===== src/rtl/ucpu_pkg.sv =====
// Package: shared types and control-store contents for the microcoded core.
// Assumes a 6-bit microstate space; idle fetch states occupy states 3..9.
package ucpu_pkg;

    typedef logic [5:0] ustate_t;

    localparam ustate_t US_FETCH    = 6'd0;
    localparam ustate_t US_LOADIR   = 6'd1;
    localparam ustate_t US_DISPATCH = 6'd2;
    localparam ustate_t US_WAIT0    = 6'd3;
    localparam ustate_t US_ADD0     = 6'd17;
    localparam ustate_t US_BEQ0     = 6'd20;
    localparam ustate_t US_BEQTEST  = 6'd23;
    localparam ustate_t US_BR0      = 6'd24;
    localparam ustate_t US_INC0     = 6'd57;
    localparam ustate_t US_HALT     = 6'd63;

    typedef enum logic [2:0] {
        SRC_NONE, SRC_PC, SRC_MEM, SRC_RA, SRC_RB, SRC_ALU, SRC_OFFS, SRC_ONE
    } bus_src_e;

    typedef enum logic [2:0] {
        DST_NONE, DST_MAR, DST_IR, DST_A, DST_B, DST_Z, DST_PC, DST_RB
    } bus_dst_e;

    typedef enum logic [1:0] {
        NX_SEQ, NX_DISPATCH, NX_ZTEST
    } nx_mode_e;

    typedef struct packed {
        bus_src_e src;
        bus_dst_e dst;
        logic     alu_sub;
        nx_mode_e mode;
        ustate_t  next;
    } uword_t;

    // Opcode dispatch table used in the decode state.
    function automatic ustate_t dispatch_target(input logic [3:0] op);
        case (op)
            4'b0000: return US_ADD0;
            4'b0100: return US_BEQ0;
            4'b0111: return US_INC0;
            default: return US_HALT;
        endcase
    endfunction

    // Control-store word for microstate s, given the number of idle fetch states.
    function automatic uword_t urom_entry(input int unsigned s, input int unsigned waits);
        uword_t w;
        w.src     = SRC_NONE;
        w.dst     = DST_NONE;
        w.alu_sub = 1'b0;
        w.mode    = NX_SEQ;
        w.next    = US_HALT;
        if (s >= 3 && s < 3 + waits) begin
            w.next = (s == 3 + waits - 1) ? US_LOADIR : ustate_t'(s + 1);
        end else begin
            case (s)
                0:  begin w.src = SRC_PC;  w.dst = DST_MAR;
                          w.next = (waits == 0) ? US_LOADIR : US_WAIT0; end
                1:  begin w.src = SRC_MEM; w.dst = DST_IR; w.next = US_DISPATCH; end
                2:  begin w.mode = NX_DISPATCH; end
                17: begin w.src = SRC_RA;  w.dst = DST_A;  w.next = 6'd18; end
                18: begin w.src = SRC_RB;  w.dst = DST_B;  w.next = 6'd19; end
                19: begin w.src = SRC_ALU; w.dst = DST_RB; w.next = US_INC0; end
                20: begin w.src = SRC_RA;  w.dst = DST_A;  w.next = 6'd21; end
                21: begin w.src = SRC_RB;  w.dst = DST_B;  w.next = 6'd22; end
                22: begin w.src = SRC_ALU; w.dst = DST_Z;  w.alu_sub = 1'b1;
                          w.next = US_BEQTEST; end
                23: begin w.mode = NX_ZTEST; w.next = US_INC0; end
                24: begin w.src = SRC_PC;   w.dst = DST_A;  w.next = 6'd25; end
                25: begin w.src = SRC_OFFS; w.dst = DST_B;  w.next = 6'd26; end
                26: begin w.src = SRC_ALU;  w.dst = DST_PC; w.next = US_FETCH; end
                57: begin w.src = SRC_PC;   w.dst = DST_A;  w.next = 6'd58; end
                58: begin w.src = SRC_ONE;  w.dst = DST_B;  w.next = 6'd59; end
                59: begin w.src = SRC_ALU;  w.dst = DST_PC; w.next = US_FETCH; end
                default: begin w.next = US_HALT; end
            endcase
        end
        return w;
    endfunction

endpackage


===== src/rtl/ucpu_regfile.sv =====
// Register file: NREG words, two combinational read ports, one write port.
// Assumes reset loads each entry with its own index so programs have operands.
module ucpu_regfile #(
    parameter int DW   = 32,
    parameter int NREG = 8,
    localparam int IW  = $clog2(NREG)
) (
    input  logic          clk,
    input  logic          rst_n,
    input  logic [IW-1:0] rd_a_idx,
    input  logic [IW-1:0] rd_b_idx,
    input  logic          wr_en,
    input  logic [IW-1:0] wr_idx,
    input  logic [DW-1:0] wr_data,
    output logic [DW-1:0] rd_a_data,
    output logic [DW-1:0] rd_b_data
);

    logic [DW-1:0] regs_q [NREG];

    // Storage: reset to index values, otherwise single-port write.
    always_ff @(posedge clk) begin
        if (!rst_n) begin
            for (int k = 0; k < NREG; k++) begin
                regs_q[k] <= DW'(k);
            end
        end else if (wr_en) begin
            regs_q[wr_idx] <= wr_data;
        end
    end

    assign rd_a_data = regs_q[rd_a_idx];
    assign rd_b_data = regs_q[rd_b_idx];

endmodule


===== src/rtl/ucpu_useq.sv =====
// Microsequencer: holds the microstate, reads the control store and selects the
// successor from the stored link, the opcode dispatch or the zero-flag test.
// Assumes WAITS is in 0..7 so idle states stay below the add sequence.
module ucpu_useq
    import ucpu_pkg::*;
#(
    parameter int WAITS = 3,
    localparam int NSTATE = 64
) (
    input  logic       clk,
    input  logic       rst_n,
    input  logic [3:0] opcode,
    input  logic       z_flag,
    output bus_src_e   bus_src,
    output bus_dst_e   bus_dst,
    output logic       alu_sub,
    output logic       halted
);

    ustate_t state_q;
    ustate_t state_d;
    uword_t  rom [NSTATE];
    uword_t  cur;

    for (genvar g = 0; g < NSTATE; g++) begin : g_rom
        assign rom[g] = urom_entry(g, WAITS);
    end

    assign cur = rom[state_q];

    // Successor selection from the current word's mode.
    always_comb begin
        case (cur.mode)
            NX_DISPATCH: state_d = dispatch_target(opcode);
            NX_ZTEST:    state_d = z_flag ? US_BR0 : cur.next;
            default:     state_d = cur.next;
        endcase
    end

    // Microstate register.
    always_ff @(posedge clk) begin
        if (!rst_n) state_q <= US_FETCH;
        else        state_q <= state_d;
    end

    assign bus_src = cur.src;
    assign bus_dst = cur.dst;
    assign alu_sub = cur.alu_sub;
    assign halted  = (state_q == US_HALT);


    halt_sticky_chk: assert property (@(posedge clk) disable iff (!rst_n)
        (state_q == US_HALT) |=> (state_q == US_HALT));


    noop_dispatch_chk: assert property (@(posedge clk) disable iff (!rst_n)
        (state_q == US_DISPATCH && opcode == 4'b0111) |=> (state_q == US_INC0));


    beq_taken_chk: assert property (@(posedge clk) disable iff (!rst_n)
        (state_q == US_BEQTEST && z_flag) |=> (state_q == US_BR0));

endmodule


===== src/rtl/ucpu_datapath.sv =====
// Single-bus datapath: PC, MAR, IR, operand registers, zero flag, ALU and the
// register file, all joined by one bus driven by exactly one selected source.
// Assumes field positions given by the RA_LSB/RB_LSB parameters and a top opcode nibble.
module ucpu_datapath
    import ucpu_pkg::*;
#(
    parameter int DW     = 32,
    parameter int NREG   = 8,
    parameter int OFFS_W = 16,
    parameter int RA_LSB = 24,
    parameter int RB_LSB = 20,
    localparam int IW    = $clog2(NREG)
) (
    input  logic          clk,
    input  logic          rst_n,
    input  bus_src_e      bus_src,
    input  bus_dst_e      bus_dst,
    input  logic          alu_sub,
    input  logic [DW-1:0] mem_rdata,
    output logic [DW-1:0] mem_addr,
    output logic [3:0]    opcode,
    output logic          z_flag
);

    logic [DW-1:0] pc_q, mar_q, ir_q, a_q, b_q;
    logic          z_q;
    logic [DW-1:0] bus;
    logic [DW-1:0] alu_res;
    logic [DW-1:0] offs_ext;
    logic [DW-1:0] ra_data, rb_data;
    logic [IW-1:0] ra_idx, rb_idx;

    assign ra_idx   = ir_q[RA_LSB +: IW];
    assign rb_idx   = ir_q[RB_LSB +: IW];
    assign offs_ext = {{(DW-OFFS_W){ir_q[OFFS_W-1]}}, ir_q[OFFS_W-1:0]};
    assign alu_res  = alu_sub ? (a_q - b_q) : (a_q + b_q);

    ucpu_regfile #(.DW(DW), .NREG(NREG)) rf_i (
        .clk       (clk),
        .rst_n     (rst_n),
        .rd_a_idx  (ra_idx),
        .rd_b_idx  (rb_idx),
        .wr_en     (bus_dst == DST_RB),
        .wr_idx    (rb_idx),
        .wr_data   (bus),
        .rd_a_data (ra_data),
        .rd_b_data (rb_data)
    );

    // Bus source multiplexer.
    always_comb begin
        case (bus_src)
            SRC_PC:   bus = pc_q;
            SRC_MEM:  bus = mem_rdata;
            SRC_RA:   bus = ra_data;
            SRC_RB:   bus = rb_data;
            SRC_ALU:  bus = alu_res;
            SRC_OFFS: bus = offs_ext;
            SRC_ONE:  bus = DW'(1);
            default:  bus = '0;
        endcase
    end

    // Bus destination registers.
    always_ff @(posedge clk) begin
        if (!rst_n) begin
            pc_q  <= '0;
            mar_q <= '0;
            ir_q  <= '0;
            a_q   <= '0;
            b_q   <= '0;
            z_q   <= 1'b0;
        end else begin
            case (bus_dst)
                DST_MAR: mar_q <= bus;
                DST_IR:  ir_q  <= bus;
                DST_A:   a_q   <= bus;
                DST_B:   b_q   <= bus;
                DST_Z:   z_q   <= (bus == '0);
                DST_PC:  pc_q  <= bus;
                default: ;
            endcase
        end
    end

    assign mem_addr = mar_q;
    assign opcode   = ir_q[DW-1 -: 4];
    assign z_flag   = z_q;


    mar_write_chk: assert property (@(posedge clk) disable iff (!rst_n)
        !$stable(mar_q) |-> ($past(bus_dst) == DST_MAR));


    pc_write_chk: assert property (@(posedge clk) disable iff (!rst_n)
        !$stable(pc_q) |-> ($past(bus_dst) == DST_PC));


    z_write_chk: assert property (@(posedge clk) disable iff (!rst_n)
        !$stable(z_q) |-> ($past(bus_dst) == DST_Z));

endmodule


===== src/rtl/ucode_cpu.sv =====
// Top: microprogrammed single-bus core. Connects the sequencer to the datapath.
// Assumes a memory that answers within WAIT_STATES+1 cycles of an address change.
module ucode_cpu #(
    parameter int DATA_W      = 32,
    parameter int NUM_REGS    = 8,
    parameter int OFFSET_W    = 16,
    parameter int WAIT_STATES = 3
) (
    input  logic              clk,
    input  logic              rst_n,
    output logic [DATA_W-1:0] mem_addr,
    input  logic [DATA_W-1:0] mem_rdata,
    output logic              halt_illegal
);

    ucpu_pkg::bus_src_e bus_src;
    ucpu_pkg::bus_dst_e bus_dst;
    logic               alu_sub;
    logic [3:0]         opcode;
    logic               z_flag;

    ucpu_useq #(.WAITS(WAIT_STATES)) seq_i (
        .clk     (clk),
        .rst_n   (rst_n),
        .opcode  (opcode),
        .z_flag  (z_flag),
        .bus_src (bus_src),
        .bus_dst (bus_dst),
        .alu_sub (alu_sub),
        .halted  (halt_illegal)
    );

    ucpu_datapath #(
        .DW     (DATA_W),
        .NREG   (NUM_REGS),
        .OFFS_W (OFFSET_W)
    ) dp_i (
        .clk       (clk),
        .rst_n     (rst_n),
        .bus_src   (bus_src),
        .bus_dst   (bus_dst),
        .alu_sub   (alu_sub),
        .mem_rdata (mem_rdata),
        .mem_addr  (mem_addr),
        .opcode    (opcode),
        .z_flag    (z_flag)
    );

endmodule


===== config.mk =====
export PLATFORM = sky130hd
export DESIGN_NAME = ucode_cpu
export DESIGN_NICKNAME = d
export VERILOG_FILES = /design/src/rtl/ucpu_pkg.sv /design/src/rtl/ucpu_regfile.sv /design/src/rtl/ucpu_useq.sv /design/src/rtl/ucpu_datapath.sv /design/src/rtl/ucode_cpu.sv
export SDC_FILE = /design/constraint.sdc
export NUM_CORES = 1
export LEC_CHECK = 0
export BUFFER_PORTS_ARGS = -buffer_cell sky130_fd_sc_hd__buf_2
export CAP_MARGIN = 10
export CORE_ASPECT_RATIO = 1.4
export CORE_UTILIZATION = 45
export CTS_CLUSTER_DIAMETER = 120
export DETAILED_ROUTE_END_ITERATION = 10
export GPL_ROUTABILITY_DRIVEN = 0
export PLACE_DENSITY = 0.63
export SYNTH_ARGS = -nofsm -noshare
export SYNTH_HDL_FRONTEND = slang
export SYNTH_SLANG_ARGS = --single-unit

===== constraint.sdc =====
create_clock -name clk -period 4.8 [get_ports clk]
set_input_delay 0.48 -clock clk [delete_from_list [all_inputs] [get_ports clk]]
set_output_delay 0.48 -clock clk [all_outputs]
set_load 0.02 [all_outputs]

==> key figures, run 1 <==
Worst setup path
  • Buffering stage count on the worst path with inverters included: 1
  • Path type of the worst setup path: reg2reg
  • Worst endpoint data arrival time: 5.18 ns
  • Origin of the worst setup path: dp_i.b_q[0]$_SDFFE_PN0N_
  • Largest delay share family, worst path: simple AND/OR/NAND/NOR gates
  • Worst path required time: 5.31 ns
  • Chain of cells forming the critical path: or4_1 > nor3_2 > nor4b_4 > buf_4 > and3b_1 > nor2b_1 > nor2_1 > xnor2_1 > ha_1 > a21o_1 > a21o_1 > o21bai_1 > a31o_2 > a311o_1 > and3_1 > nand4bb_1 > or4_1 > nor4_1 > nand4_1 > nand2_1
  • Startpoint of the worst-slack reg-to-reg timing path: dp_i.b_q[0]$_SDFFE_PN0N_
  • Critical-path top delay cell: sky130_fd_sc_hd__or4_1
  • Largest fanout of any net on the critical path: 5
  • Nature of the critical path endpoint: flip-flop
  • Worst Setup Start Kind: flip-flop
  • Largest stage delay, worst path: 0.56 ns

Clock network
  • Clock tree from TritonCTS: done
  • Num CTS Buffers: 43
  • # H-tree levels: 2
  • Clk Tree Root Cell: sky130_fd_sc_hd__clkbuf_16
  • CTS max path bufs: 3
  • Clk pin slew, worst setup/hold paths: 0.06 ns
  • Insertion delay to the later sink of the worst-skew pair: 0.57 ns
  • Clk sink count: 423

Global route
  • Largest net degree at the start of global routing: 70
  • Initial antenna violation count: 0
  • Global-route wire length before repair: 113000 um
  • Final global-route overflow total: 0
  • Global router's overall resource usage: 0.2871
  • Via count of the first global-routing pass: 18120

Detailed routing
  • Wire per inst: 26.83 um
  • Remaining DRCs: 0
  • Vias per inst: 6.420
  • Detailed Route WL: about 76000 um
  • Number of vias in the routed layout: 18120
  • 1st-pass router iterations: 6
  • Number of nets with antenna violations after routing: 0
  • Number of violations reported at the end of detailed-routing iteration 0: 1906

Final layout
  • Share of cells above drive strength 1: 0.2135
  • Layout Nets: about 2200
  • Most frequent cells in the layout: sky130_fd_sc_hd__nor2_1 (298), sky130_fd_sc_hd__edfxtp_1 (256), sky130_fd_sc_hd__nand2_1 (218), sky130_fd_sc_hd__dfxtp_1 (161), sky130_fd_sc_hd__mux4_2 (128)
  • Layout-stage area growth over the synthesis result: 12.75%
  • Antenna diode instance count: 0
  • Most common library cell in the layout ignoring fill and taps: sky130_fd_sc_hd__nor2_1
  • Finished Cell Area: 26150 sq um

Yosys
  • Fraction of the mapped netlist area in compound gates: 0.1478
  • Adder-Cell Fraction of Synth Area: 0.02352
  • Top flip-flop cell by instance count after synthesis: sky130_fd_sc_hd__edfxtp_1
  • Portion of netlist area occupied by mux cells: 0.1550
  • Syn_nets: 2167
  • Xor/xnor cell area share of the yosys netlist: 0.01963
  • Sequential area share after synthesis: 0.4755
  • Yosys cell types: 98
  • Largest family of logic cells by synthesized area: multiplexers
  • Share of synthesized registers carrying an async set or reset: 0
  • Cell count after synthesis: 2090
  • Syn Std Cell Area: roughly 23000 sq um
  • Syn. warnings: 0
  • Post-synth EDFFs: 256
  • Mean instance size in the synthesized netlist: approximately 11 sq um
  • Flops & latches, synth: 423
  • Simple-gate share of the synthesized area: 0.1377

Floorplan
  • Area enclosed by the die boundary: 52470 sq um
  • Die outline height: 270.6 um
  • Floorplan core area: 51010 sq um
  • Rows: 98
  • Count of pins on the block boundary: 67
  • Horizontal die dimension: around 190 um
  • Starting density of the core: 0.4547

Pwr
  • Max IR drop VDD: between 300 and 400 uV
  • Overall power consumption: 20.27 mW
  • Static leakage power: 10.55 nW
  • Total power density per cell area: 775.2 nW/um^2

Outcome
  • Result of the run: finished clean

Min path
  • Critical hold path startpoint: rst_n
  • Class of the tightest hold or removal check: in2reg

Place
  • Count of input and output buffers: 66
  • Worst setup slack after placement: 0.02492 ns
  • Sum of net half-perimeters after detailed placement: 50430 um
  • Placed Area: 24680 sq um

STA
  • Final min period: roughly 4.7 ns
  • Actual slew at the worst max-slew pin: around 1.1 ns
  • Max-Slew Margin vs Limit: 0.2478
  • Count of endpoints failing setup in the final report: 0
  • Least setup slack across all paths after layout: 0.1274 ns
  • RSZ-0062 raised after global routing: yes
  • Final hold viol count: 0
  • Final Cycle Share: 0.9735
  • Layout Skew: 0.01242 ns
  • Number of pins exceeding their max-slew limit in the final report: 0
  • TNS Setup: 0 ns
  • Highest clock rate: 214.0 MHz
  • Fin Hold WS: around 0.38 ns

Run
  • Number of maximum-capacitance constraint violations: 0
==> registers in the layout, summed over array words and instances, names as in the netlist, named ones only <==
name              flops
dp_i.ir_q            26
dp_i.pc_q            32
dp_i.rf_i.regs_q    256
dp_i.a_q             32
dp_i.mem_addr        32
dp_i.z_flag           1
seq_i.state_q         6
dp_i.b_q             32
==> cell usage after synthesis (all sizes together), types with 4 or more instances <==
cell     count  area share
mux2i       60       0.026
a21o        16      0.0052
nor4         4      0.0017
o211a      124       0.054
clkbuf     123       0.020
a211oi      33       0.012
dfxtp      167        0.14
mux4       128        0.12
nand3       44       0.010
o31ai        4      0.0013
a221oi       4      0.0020
o22ai        7      0.0022
a32o         4      0.0018
ha          42       0.023
o2bb2ai      5      0.0019
o221ai       4      0.0015
buf         61       0.016
o21a        10      0.0032
or3          7      0.0023
o21ai       75       0.016
a31oi        9      0.0024
nor2       304       0.050
or4          4      0.0015
edfxtp     256        0.33
nand2b      10      0.0027
a22o         5      0.0019
inv         31      0.0050
xor2        20      0.0076
a22oi        5      0.0016
xnor2       32       0.012
nor2b       18      0.0049
o2111ai      4      0.0015
and3         9      0.0024
nand2      227       0.037
a21oi       74       0.017
o211ai      18      0.0060
nand4       17      0.0049
nor3        23      0.0054
and2        30      0.0081
mux2        10      0.0049
a211o        7      0.0026
==> power breakdown <==
group	switching [mW]	total [mW]	internal (mW)
sequential	0.577	4.86	4.28
combinational	7.26	12.0	4.77
clock	1.47	3.38	1.91
==> cell families after synthesis <==
logic type	Yosys count
AOI/OAI and AO/OA	444
xor gates and xnor gates	52
adders and majority gates	43
buffers and inverters	216
DFF	423
muxes	198
and+or+nand+nor	714
==> per-stage QoR <==
step	util	cells
floorplan	-	2090
global placement	0.4839	2743
detailed placement	0.4839	2743
CTS	0.5113	2822
global route	0.5127	2823
finish	0.5127	2823
==> layout make-up <==
cell class                 count  area [sq um]
clock inverter                19         158.9
tap                          650         813.3
clock buffer                  60          1232
timing repair buffer         188          1390
inverter                      32         120.1
sequential                   423         11050
fill                        4445         24860
multi-input combinational   1451         11390
==> per-layer routing <==
layer	share of wire	track usage	vias up	routed length [um]
met1	0.37	0.3553	8996	28300
li1	-	-	7892	-
met3	0.091	0.04525	241	6929
met4	0.051	0.1435	0	3891
met2	0.48	0.4872	995	36630
met5	0	0	-	0
==> repair_timing <==
item	4_1_cts	5_1_grt
pin swaps	0	1
endpoints found under the setup margin	11	103
hold buffers	0	0
gates resized for setup	1	14
buffers inserted	0	1
==> worst reg2reg max path, delay by kind of cell, from the launching register on <==
family | cells | cell delay, ns
and+or+nand+nor | 12 | 2.54
buffers and inverters | 1 | 0.18
AOI/OAI and AO/OA | 5 | 1.13
adders and majority gates | 1 | 0.30
DFF | 1 | 0.35
xor gates and xnor gates | 1 | 0.13
==> final timing paths <==
path	cells after the start	end	slack (ns)
setup reg to reg	20	dp_i.z_flag$_SDFFE_PN0N_	0.13
hold reg to reg	1	dp_i.mem_addr[21]$_SDFFE_PN0N_	0.49
hold / removal	2	dp_i.pc_q[2]$_SDFFE_PN0N_	0.38
setup / recovery	20	dp_i.z_flag$_SDFFE_PN0N_	0.13
No activity file was read; power rests on OpenSTA's default activity.
==> run 2: changes to the inputs <==
REMOVE_ABC_BUFFERS = 1   (was unset)
==> run 2 against run 1 <==
  * Fmax increased by 1.0%
  * Sequential cell count unchanged
  * First-iteration DRC count decreased by 11%
  * Largest cell class unchanged
==> key figures, run 2 (same netlist as run 1, synthesis figures left out) <==
Outcome
  • Result of the run: finished clean

Run
  • Number of maximum-capacitance constraint violations: 0

Clock network
  • CTS max path bufs: 3
  • Clk pin slew, worst setup/hold paths: 0.06 ns
  • Clock tree from TritonCTS: done
  • Insertion delay to the later sink of the worst-skew pair: 0.58 ns
  • Clk sink count: 423
  • # H-tree levels: 2
  • Num CTS Buffers: 43
  • Clk Tree Root Cell: sky130_fd_sc_hd__clkbuf_16

Floorplan
  • Area enclosed by the die boundary: 52470 sq um
  • Die outline height: 270.6 um
  • Starting density of the core: 0.4547
  • Floorplan core area: 51010 sq um
  • Rows: approximately 100
  • Horizontal die dimension: 193.9 um
  • Count of pins on the block boundary: 67

Detailed routing
  • 1st-pass router iterations: 5
  • Remaining DRCs: 0
  • Number of nets with antenna violations after routing: 0
  • Wire per inst: roughly 26 um
  • Detailed Route WL: roughly 74000 um
  • Vias per inst: around 6.4
  • Number of violations reported at the end of detailed-routing iteration 0: 1702
  • Number of vias in the routed layout: between 15000 and 20000

Final layout
  • Most frequent cells in the layout: sky130_fd_sc_hd__nor2_1 (298), sky130_fd_sc_hd__edfxtp_1 (256), sky130_fd_sc_hd__nand2_1 (218), sky130_fd_sc_hd__dfxtp_1 (160), sky130_fd_sc_hd__mux4_2 (128)
  • Most flop-heavy register: dp_i.rf_i.regs_q
  • Layout-stage area growth over the synthesis result: 12.81%
  • Finished Layout Cells: 2812
  • Finished Cell Area: 26170 sq um
  • Layout Nets: roughly 2200
  • Most common library cell in the layout ignoring fill and taps: sky130_fd_sc_hd__nor2_1
  • Share of cells above drive strength 1: 0.2114
  • Antenna diode instance count: 0
  • Flip-flop count of the largest register after layout: 256
  • Post-Route Utilization: 0.5130

STA
  • Final Cycle Share: 0.9638
  • Number of pins exceeding their max-slew limit in the final report: 0
  • Highest clock rate: 216.2 MHz
  • Final min period: 4.626 ns
  • TNS Setup: 0 ns
  • Layout Skew: roughly 0.023 ns
  • Count of endpoints failing setup in the final report: 0
  • Max-Slew Margin vs Limit: 0.2907
  • Actual slew at the worst max-slew pin: 1.064 ns
  • Final hold viol count: 0

Worst setup path
  • Worst endpoint data arrival time: 5.14 ns
  • Nature of the critical path endpoint: flip-flop
  • Largest fanout of any net on the critical path: 16
  • Path type of the worst setup path: reg2reg
  • Worst Setup Start Kind: flip-flop
  • Worst path required time: 5.31 ns
  • Worst-case register-to-register setup slack: 0.17 ns

Global route
  • Final global-route overflow total: 0
  • Via count of the first global-routing pass: 17890
  • Global-route wire length before repair: 109800 um
  • Largest net degree at the start of global routing: 92
  • Initial antenna violation count: 0
  • Global router's overall resource usage: 0.2779

Pwr
  • Total power density per cell area: 769.4 nW/um^2
  • Overall power consumption: 20.13 mW
  • Static leakage power: 10.52 nW
  • Max IR drop VDD: a little over 500 uV

Place
  • Placed Area: around 25000 sq um
  • Number of instances in the placed design: roughly 2700
  • Sum of net half-perimeters after detailed placement: around 49000 um
  • Count of input and output buffers: 66

Min path
  • Class of the tightest hold or removal check: in2reg
[run 2: cell types whose count changed in the layout (fill, tap and decap cells not counted), sizes merged]
cell | previous run | this run
buf | 188 | 177
bufinv | 2 | 3
clkbuf | 60 | 65
clkinv | 14 | 7
clkinvlp | 3 | 2
inv | 32 | 34
[run 2: timing repair]
item / in CTS / in global routing
hold buffers: 0 / 0
setup buffers: 0 / 3
gates resized for setup: 0 / 23
endpoints found under the setup margin: 0 / 86
[run 2: layout make-up]
type	instances	area [sq um]
Multi-Input combinational cell	1451	11420
Clock inverter	14	187.7
Tap cell	650	813.3
Inverter	32	120.1
Sequential cell	423	11050
Clock buffer	65	1230
Fill cell	4550	24840
Timing Repair Buffer	177	1345
[run 2: path summary, 6_finish.rpt]
| kind | cells past startpoint | from | to |
|---|---|---|---|
| worst min-delay path | 2 | rst_n | seq_i.state_q[1]$_SDFF_PN0_ |
| worst max register to register | 17 | seq_i.state_q[1]$_SDFF_PN0_ | dp_i.z_flag$_SDFFE_PN0N_ |
| worst max-delay path | 17 | seq_i.state_q[1]$_SDFF_PN0_ | dp_i.z_flag$_SDFFE_PN0N_ |
| worst min register to register | 1 | dp_i.mem_addr[4]$_SDFFE_PN0N_ | dp_i.mem_addr[4]$_SDFFE_PN0N_ |
[run 2: worst max-delay path, cell delays in order (launching register included)]
cell and delay [ns]:
sky130_fd_sc_hd__dfxtp_1 0.47, sky130_fd_sc_hd__ha_1 0.30, sky130_fd_sc_hd__and4_1 0.30, sky130_fd_sc_hd__buf_4 0.26
sky130_fd_sc_hd__a21oi_1 0.08, sky130_fd_sc_hd__xnor2_1 0.14, sky130_fd_sc_hd__ha_1 0.39, sky130_fd_sc_hd__a21oi_1 0.30
sky130_fd_sc_hd__nand2_1 0.13, sky130_fd_sc_hd__o311a_4 0.41, sky130_fd_sc_hd__a21oi_1 0.18, sky130_fd_sc_hd__mux2i_1 0.12
sky130_fd_sc_hd__a211oi_2 0.30, sky130_fd_sc_hd__nand2_1 0.10, sky130_fd_sc_hd__or4_1 0.58, sky130_fd_sc_hd__nor4_4 0.33
sky130_fd_sc_hd__nand4_1 0.12, sky130_fd_sc_hd__nand2_1 0.08
[run 2: stage by stage]
stage	worst slack, ns	hold slack [ns]
after CTS	0.009097	0.2994
final	0.1736	0.3222
after floorplan	-0.3335	0.4565
after global placement	0.1620	0.4723
after detailed placement	0.04502	0.4806
after global routing	-0.05056	0.3273
[run 2: power by group]
part | internal (mW) | switching, mW
sequential | 4.28 | 0.559
clock | 1.95 | 1.48
combinational | 4.80 | 7.07
[run 2: layer usage]
| metal | vias up | GRT usage | routed length [um] |
|---|---|---|---|
| li1 | 7882 | - | - |
| met1 | 8909 | 0.3237 | 26950 |
| met2 | 836 | 0.4764 | 36310 |
| met3 | 237 | 0.03366 | 4755 |
| met4 | 0 | 0.1970 | 5643 |
| met5 | - | 0 | 0 |
